--- src/rtl/spi_chain_pkg.sv ---
`timescale 1ns/1ps
// Package: shared event record passed from edge detection to the shift core.
package spi_chain_pkg;

    // Per-cycle serial events in the system clock domain.
    typedef struct packed {
        logic selected;  // select line currently active (low)
        logic start;     // select just asserted
        logic stop;      // select just released
        logic sample;    // capture edge of the serial clock while selected
        logic launch;    // output-change edge of the serial clock while selected
    } spi_evt_t;

endpackage

--- src/rtl/spi_in_sync.sv ---
`timescale 1ns/1ps
// Module: spi_in_sync
// Multi-stage synchronizer for a bundle of independent asynchronous bits.
// Assumes each bit is sampled on its own (no multi-bit coherence needed)
// and that inputs stay stable for several destination clock cycles.
module spi_in_sync #(
    parameter int                 WIDTH   = 1,
    parameter int                 STAGES  = 2,
    parameter logic [WIDTH-1:0]   RST_VAL = '0
) (
    input  logic             clk,
    input  logic             rst_n,
    input  logic [WIDTH-1:0] d,
    output logic [WIDTH-1:0] q
);

    logic [WIDTH-1:0] stage_q [STAGES];

    genvar g;
    generate
        for (g = 0; g < STAGES; g++) begin : g_stage
            if (g == 0) begin : g_first
                // First flop: captures the raw asynchronous input.
                always_ff @(posedge clk) begin
                    if (!rst_n) stage_q[g] <= RST_VAL;
                    else        stage_q[g] <= d;
                end
            end else begin : g_next
                // Later flops: give metastability time to settle.
                always_ff @(posedge clk) begin
                    if (!rst_n) stage_q[g] <= RST_VAL;
                    else        stage_q[g] <= stage_q[g-1];
                end
            end
        end
    endgenerate

    assign q = stage_q[STAGES-1];

endmodule

--- src/rtl/spi_edge_detect.sv ---
`timescale 1ns/1ps
// Module: spi_edge_detect
// Turns synchronized serial clock and select levels into one-cycle events.
// The leading edge is the transition away from the idle level set by cpol.
// cpha picks whether sampling happens on the leading or trailing edge, and
// launching happens on the other. Clock edges are masked while deselected.
module spi_edge_detect
    import spi_chain_pkg::*;
(
    input  logic     clk,
    input  logic     rst_n,
    input  logic     cpol,
    input  logic     cpha,
    input  logic     sclk_s,
    input  logic     csn_s,
    output spi_evt_t evt
);

    logic sclk_d;
    logic csn_d;
    logic clk_edge;
    logic lead_edge;
    logic trail_edge;

    // Keep the previous synchronized levels for edge detection.
    always_ff @(posedge clk) begin
        if (!rst_n) begin
            sclk_d <= 1'b0;
            csn_d  <= 1'b1;
        end else begin
            sclk_d <= sclk_s;
            csn_d  <= csn_s;
        end
    end

    // Classify each serial clock transition and the select transitions.
    always_comb begin
        clk_edge     = sclk_s ^ sclk_d;
        lead_edge    = clk_edge & (sclk_s ^ cpol);
        trail_edge   = clk_edge & ~(sclk_s ^ cpol);
        evt.selected = ~csn_s;
        evt.start    = csn_d & ~csn_s;
        evt.stop     = ~csn_d & csn_s;
        evt.sample   = ~csn_s & (cpha ? trail_edge : lead_edge);
        evt.launch   = ~csn_s & (cpha ? lead_edge : trail_edge);
    end

endmodule

--- src/rtl/spi_shift_core.sv ---
`timescale 1ns/1ps
// Module: spi_shift_core
// One shift register carries both directions: it is loaded with the transmit
// word at select assertion, shifts received bits in at sample edges, and its
// top bit is copied to the output register at launch edges.
// Bits are counted modulo WORD_W, with a saturating count of whole words.
// Outside chain mode, shifting and launching stop after the first word.
// The received word is handed over when select is released.
// Assumes WORD_W >= 2 and that sample and launch never occur in one cycle.
module spi_shift_core
    import spi_chain_pkg::*;
#(
    parameter int WORD_W = 8
) (
    input  logic              clk,
    input  logic              rst_n,
    input  logic              cfg_chain,
    input  logic              cfg_strict,
    input  spi_evt_t          evt,
    input  logic              mosi_s,
    input  logic [WORD_W-1:0] tx_word,
    output logic              miso_q,
    output logic [WORD_W-1:0] rx_word,
    output logic              rx_valid,
    output logic              sel_start,
    output logic              frame_err
);

    localparam int          POS_W    = (WORD_W > 2) ? $clog2(WORD_W) : 1;
    localparam logic [POS_W-1:0] POS_LAST = POS_W'(WORD_W - 1);
    localparam logic [1:0]  WORDS_MAX = 2'd2;

    logic [WORD_W-1:0] shreg;
    logic [POS_W-1:0]  pos;
    logic [1:0]        words;
    logic              active;
    logic              take;

    // Shifting stays enabled in chain mode, otherwise only for the first word.
    always_comb begin
        active = cfg_chain | (words == 2'd0);
    end

    // Decide at release whether the received word is accepted.
    always_comb begin
        if (cfg_chain)       take = (pos == '0) && (words != 2'd0);
        else if (cfg_strict) take = (pos == '0) && (words == 2'd1);
        else                 take = (words != 2'd0);
    end

    // Shift register, output bit and bit counters.
    always_ff @(posedge clk) begin
        if (!rst_n) begin
            shreg  <= '0;
            miso_q <= 1'b0;
            pos    <= '0;
            words  <= 2'd0;
        end else if (evt.start) begin
            shreg  <= tx_word;
            miso_q <= tx_word[WORD_W-1];
            pos    <= '0;
            words  <= 2'd0;
        end else if (evt.selected) begin
            if (evt.sample) begin
                pos <= (pos == POS_LAST) ? '0 : pos + POS_W'(1);
                if ((pos == POS_LAST) && (words != WORDS_MAX)) words <= words + 2'd1;
                if (active) shreg <= {shreg[WORD_W-2:0], mosi_s};
            end
            if (evt.launch && active) miso_q <= shreg[WORD_W-1];
        end
    end

    // Release handling: hand over the word and report a partial final word.
    always_ff @(posedge clk) begin
        if (!rst_n) begin
            rx_word   <= '0;
            rx_valid  <= 1'b0;
            frame_err <= 1'b0;
        end else begin
            rx_valid  <= 1'b0;
            frame_err <= 1'b0;
            if (evt.stop) begin
                frame_err <= (pos != '0);
                if (take) begin
                    rx_valid <= 1'b1;
                    rx_word  <= shreg;
                end
            end
        end
    end

    // One-cycle notification of select assertion.
    always_ff @(posedge clk) begin
        if (!rst_n) sel_start <= 1'b0;
        else        sel_start <= evt.start;
    end

endmodule

--- src/rtl/spi_chain_slave.sv ---
`timescale 1ns/1ps
// Module: spi_chain_slave (top)
// Serial target with full-duplex word exchange and an optional daisy-chain
// mode. Pins are synchronized into clk, and edges are found there, so clk must
// be at least four times the serial clock. The output enable follows the
// synchronized select. The data output is forced low while not enabled.
module spi_chain_slave
    import spi_chain_pkg::*;
#(
    parameter int WORD_W      = 8,
    parameter int SYNC_STAGES = 2
) (
    input  logic              clk,
    input  logic              rst_n,
    input  logic              cfg_cpol,
    input  logic              cfg_cpha,
    input  logic              cfg_chain,
    input  logic              cfg_strict,
    input  logic              spi_sclk,
    input  logic              spi_mosi,
    input  logic              spi_csn,
    output logic              spi_miso,
    output logic              spi_miso_oe,
    input  logic [WORD_W-1:0] tx_word,
    output logic [WORD_W-1:0] rx_word,
    output logic              rx_valid,
    output logic              sel_start,
    output logic              frame_err
);

    localparam int PIN_N = 3;
    localparam logic [PIN_N-1:0] PIN_RST = 3'b100;  // {csn, mosi, sclk}

    logic [PIN_N-1:0] pins_s;
    logic             sclk_s;
    logic             mosi_s;
    logic             csn_s;
    logic             miso_q;
    spi_evt_t         evt;

    spi_in_sync #(
        .WIDTH   (PIN_N),
        .STAGES  (SYNC_STAGES),
        .RST_VAL (PIN_RST)
    ) u_sync (
        .clk   (clk),
        .rst_n (rst_n),
        .d     ({spi_csn, spi_mosi, spi_sclk}),
        .q     (pins_s)
    );

    // Split the synchronized pin bundle.
    always_comb begin
        sclk_s = pins_s[0];
        mosi_s = pins_s[1];
        csn_s  = pins_s[2];
    end

    spi_edge_detect u_edge (
        .clk    (clk),
        .rst_n  (rst_n),
        .cpol   (cfg_cpol),
        .cpha   (cfg_cpha),
        .sclk_s (sclk_s),
        .csn_s  (csn_s),
        .evt    (evt)
    );

    spi_shift_core #(
        .WORD_W (WORD_W)
    ) u_core (
        .clk        (clk),
        .rst_n      (rst_n),
        .cfg_chain  (cfg_chain),
        .cfg_strict (cfg_strict),
        .evt        (evt),
        .mosi_s     (mosi_s),
        .tx_word    (tx_word),
        .miso_q     (miso_q),
        .rx_word    (rx_word),
        .rx_valid   (rx_valid),
        .sel_start  (sel_start),
        .frame_err  (frame_err)
    );

    // Drive the pad model: enabled only while selected, low otherwise.
    always_comb begin
        spi_miso_oe = evt.selected;
        spi_miso    = evt.selected & miso_q;
    end

endmodule

--- config.mk ---
export PLATFORM = sky130hd
export DESIGN_NAME = spi_chain_slave
export DESIGN_NICKNAME = d
export VERILOG_FILES = /design/src/rtl/spi_chain_pkg.sv /design/src/rtl/spi_in_sync.sv /design/src/rtl/spi_edge_detect.sv /design/src/rtl/spi_shift_core.sv /design/src/rtl/spi_chain_slave.sv
export SDC_FILE = /design/constraint.sdc
export NUM_CORES = 1
export LEC_CHECK = 0
export ABC_AREA = 1
export BUFFER_PORTS_ARGS = -buffer_cell sky130_fd_sc_hd__buf_2
export CORE_MARGIN = 3
export CORE_UTILIZATION = 48
export CTS_BUF_LIST = sky130_fd_sc_hd__clkbuf_8
export DETAILED_ROUTE_END_ITERATION = 7
export PLACE_DENSITY = 0.78
export SLEW_MARGIN = 10
export SYNTH_ARGS = -nofsm -noshare
export SYNTH_HDL_FRONTEND = slang
export SYNTH_SLANG_ARGS = --single-unit
--- constraint.sdc ---
create_clock -name clk -period 1.45 [get_ports clk]
set_input_delay 0.29 -clock clk [delete_from_list [all_inputs] [get_ports clk]]
set_output_delay 0.29 -clock clk [all_outputs]
set_load 0.05 [all_outputs]
==> Word level (Yosys, flattened, before mapping) <==
Memory sizes are Yosys's and may differ from the RTL's.
Index checks and enable logic that the tools add are counted.
{ "word_totals": {"in_bits": 17, "regBits": 27, "mem_count": 1, "output_inout_bits": 13, "ramBits": 6} }
{ "classes": {"n_eq_ne": 4, "n_reduce_logical": 18, "addsub": 2, "mux": 17, "bitwise_logic": 16} }
{ "memory_table": {"columns": ["memory", "depth", "width", "read_ports", "rd_clocked_by_memory_dff", "wr", "line_no", "text"], "rows": [
  ["u_sync.stage_q", 2, 3, 2, 0, 2, "spi_in_sync.sv:17", "logic [WIDTH-1:0] stage_q [STAGES];"]
]} }
{ "op_table": {"columns": ["operator", "n"], "rows": [
  ["8-bit two-way mux", 4],
  ["1-bit two-way mux", 10],
  ["3-bit two-way mux", 3],
  ["2-bit AND reduction", 4],
  ["2-bit nonzero test", 4],
  ["1-bit AND", 7],
  ["3-bit AND reduction", 2],
  ["1-bit logical AND", 4],
  ["1-bit NOT", 4],
  ["3-bit by 1-bit adder with 3-bit output (second input constant)", 1],
  ["3-bit == test (second input constant)", 1],
  ["3-bit logical NOT", 1],
  ["1-bit OR", 3],
  ["3-bit nonzero test", 1],
  ["2-bit by 1-bit adder with 2-bit output (second input constant)", 1],
  ["2-bit by 1-bit == test with 1-bit output (second input constant)", 1],
  ["2-bit logical NOT", 1],
  ["2-bit by 1-bit != test with 1-bit output (second input constant)", 1],
  ["2-bit != test (second input constant)", 1],
  ["2-bit OR reduction", 1],
  ["1-bit bitwise XOR", 2]
]} }

==> Longest topological paths before layout <==
{ "logic_depth": {"depth_word": 9, "ltp_mapped": 10, "ltp_nobuf": 10} }

==> Modules after synthesis <==
Synthesis repeated with hierarchy kept, for this count alone.
{ "unflattened": {"cells_unflattened": 225, "hier_area_um2": 1545.2} }
{ "modules_own_cells": {"columns": ["module", "area_per_inst_um2", "seq_area_each_um2", "cells_each", "n_inst"], "rows": [
  ["spi_shift_core", 1213.7, 500.5, 174, 1],
  ["spi_in_sync", 165.2, 120.1, 18, 1],
  ["spi_edge_detect", 158.9, 40.0, 31, 1],
  ["spi_chain_slave", 7.5, 0.0, 2, 1]
]} }

==> Worst setup path after synthesis <==
OpenSTA, ideal clock, no wires.
{ "synth_path": {"path_type": "register to register", "start": "register u_core.words[0]", "end": "register u_core.rx_word[0]", "arrival_time_ns": 1.366, "synth_period_minus_slack_ns": 1.498, "slack_ns": -0.048, "stages_incl_launch_ff": 9, "required_ns": 1.318, "setup_time_ns": 0.132, "cell_sequence": "dfxtp_1 inv_1 ha_1 nor2_2 inv_1 o21ai_2 nand2_2 nand2_1 a21oi_1"} }
{ "synth_between": {"elab_chain_cells": 5, "word_cells_on_any_way": 7, "cone_classes": "eq/ne: 1; mux: 2; reduce/logical: 4"} }
{ "synth_rtl": {"columns": ["item", "line_no", "text"], "rows": [
  ["start, declared", "spi_shift_core.sv:35", "logic [1:0] words;"],
  ["start signal, assigned", "spi_shift_core.sv:66", "if ((pos == POS_LAST) && (words != WORDS_MAX)) words <= words + 2'd1;"],
  ["2-bit by 1-bit == test with 1-bit output", "spi_shift_core.sv:47", "else if (cfg_strict) take = (pos == '0) && (words == 2'd1);"],
  ["1-bit logical AND", "spi_shift_core.sv:47", null],
  ["1-bit two-way mux", "spi_shift_core.sv:47", null],
  ["1-bit two-way mux (*)", "spi_shift_core.sv:46", "if (cfg_chain) take = (pos == '0) && (words != 2'd0);"],
  ["2-bit AND reduction (no line) (*)", null, null],
  ["end signal, assigned", "spi_shift_core.sv:86", "rx_word <= shreg;"],
  ["end, declared", "spi_shift_core.sv:23", "output logic [WORD_W-1:0] rx_word,"]
]} }
Mark *: on every way between the ends. The rest lies on a longest branch, timed or not.
A chain may end at the register's enable or synchronous reset.

==> Worst setup path after layout <==
{ "layout_path": {"start": "register u_core.words[0]", "end": "register u_core.rx_word[4]"} }
The elaborated chain is that of the path after synthesis.

==> results.yml <==
status:
  status: "finished, final reports clean"
finish:
  final_cell_mix: "nand2_1 (58), dfxtp_1 (29), buf_2 (28), inv_1 (25), nor2_1 (23)"
  postLayoutCellArea_um2: 1990
  final_common_cell: "nand2_1"
  synthToLayoutAreaGrowth_pct: 28.8
  seq_area_um2: 666
  fillers: 256
  num_antenna_cells: 0
  drive_gt1_share_pct: 34.5
  final_net_count: 286
  multi_input_area_um2: 848
worst_setup_path:
  worstPathMaxFanout: 6
  critPathKind: "reg -> reg"
  start_kind: "flip-flop"
  r2r_slack_ns: 0.05
  worst_setup_path_end_kind: "flip-flop"
  reg2reg_to: "u_core.rx_word[4]$_SDFFE_PN0P_"
  startpoint: "u_core.words[0]$_SDFFE_PP0P_"
  ff2ff_path_depth: 8
  worstPathArrival_ns: 1.57
  crit_required_ns: 1.62
  crit_end: "u_core.rx_word[4]$_SDFFE_PN0P_"
  r2r_start: "u_core.words[0]$_SDFFE_PP0P_"
floorplan:
  initial_core_util_pct: 53.2
  core-area_um2: 2900
  ios: 30
  rows: 19
  dieArea_um2: 3930
  die_x_um: 62.7
  die_h_um: 62.7
synthesis:
  synth.area.mux_share_pct: 0
  syn_inst: 218
  yosys.area_share.simple_pct: 37.4
  yosysWarningCount: 0
  synthXorXnorAreaFrac_pct: 0
  ys_ff_latch: 33
  synthAdderAreaFrac_pct: 4.86
  synth_top_family_by_area: "simple AND/OR/NAND/NOR gates"
  synthesis.area_um2: 1540
  yosysUniqueCellTypes: 21
  syn_nets: 241
  avgSynthCellArea_um2: 7.08
  synth-compound-area-share_pct: 6.48
  yosysSeqAreaShare_pct: 42.8
clocking:
  clkLatencyLatePin_ns: 0.28
  cts_sinks: 33
  cts_root_buf: "clkbuf_8"
  numCtsBuffers: 5
  tritoncts: "built"
  max-clock-path-buffers: 2
  cts.htree.levels: 2
  clk_pin_slew_ns: 0.07
  cts_hold_buf: 0
run:
  maxCapViolCount: 0
global_route:
  grt_max_degree: 15
  antenna_found_initial: 0
  grt-ovfl-total: 0
  grt_util_all_layers_pct: 17.8
  grt_pass1_vias: 1351
  grt_pass1_wl_um: 5620
pwr:
  irDropWorstVdd_v: 0.000725
  p_leak_uw: 0.000961
  total_power_uw: 1790
  power.density_nw_per_um2: 901
routing:
  wl_per_cell_um: 11.0
  drtPass1Iterations: 4
  drc: 0
  drt_wl_total_um: 3370
  viasPerCell: 4.72
  ant_nets: 0
  vias: 1445
  drtIter0Drc: 77
placement:
  dpl.hpwl_um: 2400
  place.gp.congestion: 0.833
  io_buffers: 29
  placed_area_um2: 1800
sta:
  maxSlewViolCount: 0
  worst_pin_slew_ns: 0.510
  relSlewSlack_pct: 65.9
  clock_skew_ns: 0.00730
  finalCritPeriodShare_pct: 96.4
  fin_tns_setup_ns: 0
  fmax_ghz: 0.715
  final-setup-viol-count: 0
  hold_viol_final: 0
  post-route-min-period_ns: 1.40
hold_path:
  hp-class: "in -> reg"
-- synthesized netlist by cell type --
library cell / instances / area share (%)
inv_2: 3 / 0.73
nor4_1: 1 / 0.41
nand3_1: 20 / 6.5
o211ai_1: 1 / 0.49
nand4_1: 4 / 1.6
dfxtp_1: 33 / 43
inv_1: 27 / 6.6
o21ai_0: 2 / 0.65
ha_1: 6 / 4.9
nor2_2: 2 / 0.81
nand2_4: 2 / 1.5
buf_6: 1 / 0.73
nand2_1: 64 / 16
clkbuf_1: 2 / 0.49
or2_2: 2 / 0.81
nand3_4: 1 / 1.1
o21ai_2: 1 / 0.57
nor2_1: 24 / 5.8
nand2_2: 8 / 3.2
a21oi_1: 13 / 4.2
a21oi_2: 1 / 0.57
-- cells by family (layout without fill, tap and decap cells) --
group / Yosys count / count (layout)
and+or+nand+nor: 128 / 129
DFF: 33 / 33
buffers and inverters: 33 / 77
AOI/OAI and AO/OA: 18 / 19
adders and majority gates: 6 / 6
-- per-layer routing --
metal / global-route usage [%] / routed length, um / vias to the layer above
met1: 21.4 / 1530 / 632
li1: - / - / 769
met5: 0 / 0 / -
met4: 7.71 / 73 / 0
met3: 5.40 / 195 / 8
met2: 29.2 / 1570 / 36
-- metrics by stage --
stage	hold slack [ns]	setup slack, ns	utilization [%]	cells
after floorplan	0.388	0.00820	-	218
after global placement	0.393	0.0301	62.0	295
after detailed placement	0.403	-0.0242	62.0	295
after CTS	0.182	0.00401	65.0	303
after global routing	0.193	-0.0276	68.6	306
final	0.192	0.0522	68.6	306
-- registers in the layout (all words and copies together) (netlist names) --
name / count
u_core.rx_word: 8
u_core.shreg: 8
u_sync.stage_q: 6
u_core.pos: 3
u_core.words: 2
u_core.frame_err: 1
u_core.miso_q: 1
u_core.rx_valid: 1
u_core.sel_start: 1
u_edge.csn_d: 1
u_edge.sclk_d: 1
-- critical path, cell delays in order, from the launching register on --
cell	delay, ns
dfxtp_2	0.34
inv_2	0.05
ha_4	0.16
nor2_4	0.09
inv_2	0.06
o21ai_4	0.29
nand2_4	0.13
nand2_2	0.11
a21oi_2	0.05
-- worst min path at each step --
stage                                               start                              end  slack (ns)  depth (start not counted)
after global routing                              spi_csn  u_sync.stage_q[0][2]$_SDFF_PN1_        0.19                          2
final                                            spi_sclk  u_sync.stage_q[0][0]$_SDFF_PN0_        0.19                          3
after CTS                                        spi_mosi  u_sync.stage_q[0][1]$_SDFF_PN0_        0.18                          3
after global placement    u_sync.stage_q[0][2]$_SDFF_PN1_  u_sync.stage_q[1][2]$_SDFF_PN1_        0.39                          1
after detailed placement  u_sync.stage_q[0][1]$_SDFF_PN0_  u_sync.stage_q[1][1]$_SDFF_PN0_        0.40                          2
after floorplan                                  spi_sclk  u_sync.stage_q[0][0]$_SDFF_PN0_        0.39                          2
-- report_power, final --
part | internal (uW) | leakage [uW] | switching [uW]
Clock | 325 | 0.0000491 | 327
Sequential | 934 | 0.000270 | 22.1
Combinational | 70.0 | 0.000642 | 113
-- timing repair --
| action | 4_1_cts | 5_1_grt |
|---|---|---|
| gates cloned | 0 | 2 |
| buffers inserted | 0 | 1 |
| gates resized for setup | 1 | 28 |
| endpoints found under the setup margin | 8 | 13 |
| pin swaps | 0 | 3 |
-- cell type report --
| cell class | instances | share of cell area, % |
|---|---|---|
| Clock buffer | 5 | 3.46 |
| Inverter | 30 | 5.66 |
| Sequential cell | 33 | 33.5 |
| Tap cell | 42 | 2.64 |
| Clock inverter | 3 | 0.692 |
| Timing Repair Buffer | 39 | 11.4 |
| Multi-Input combinational cell | 154 | 42.7 |
(Power assumes the default switching activity.)
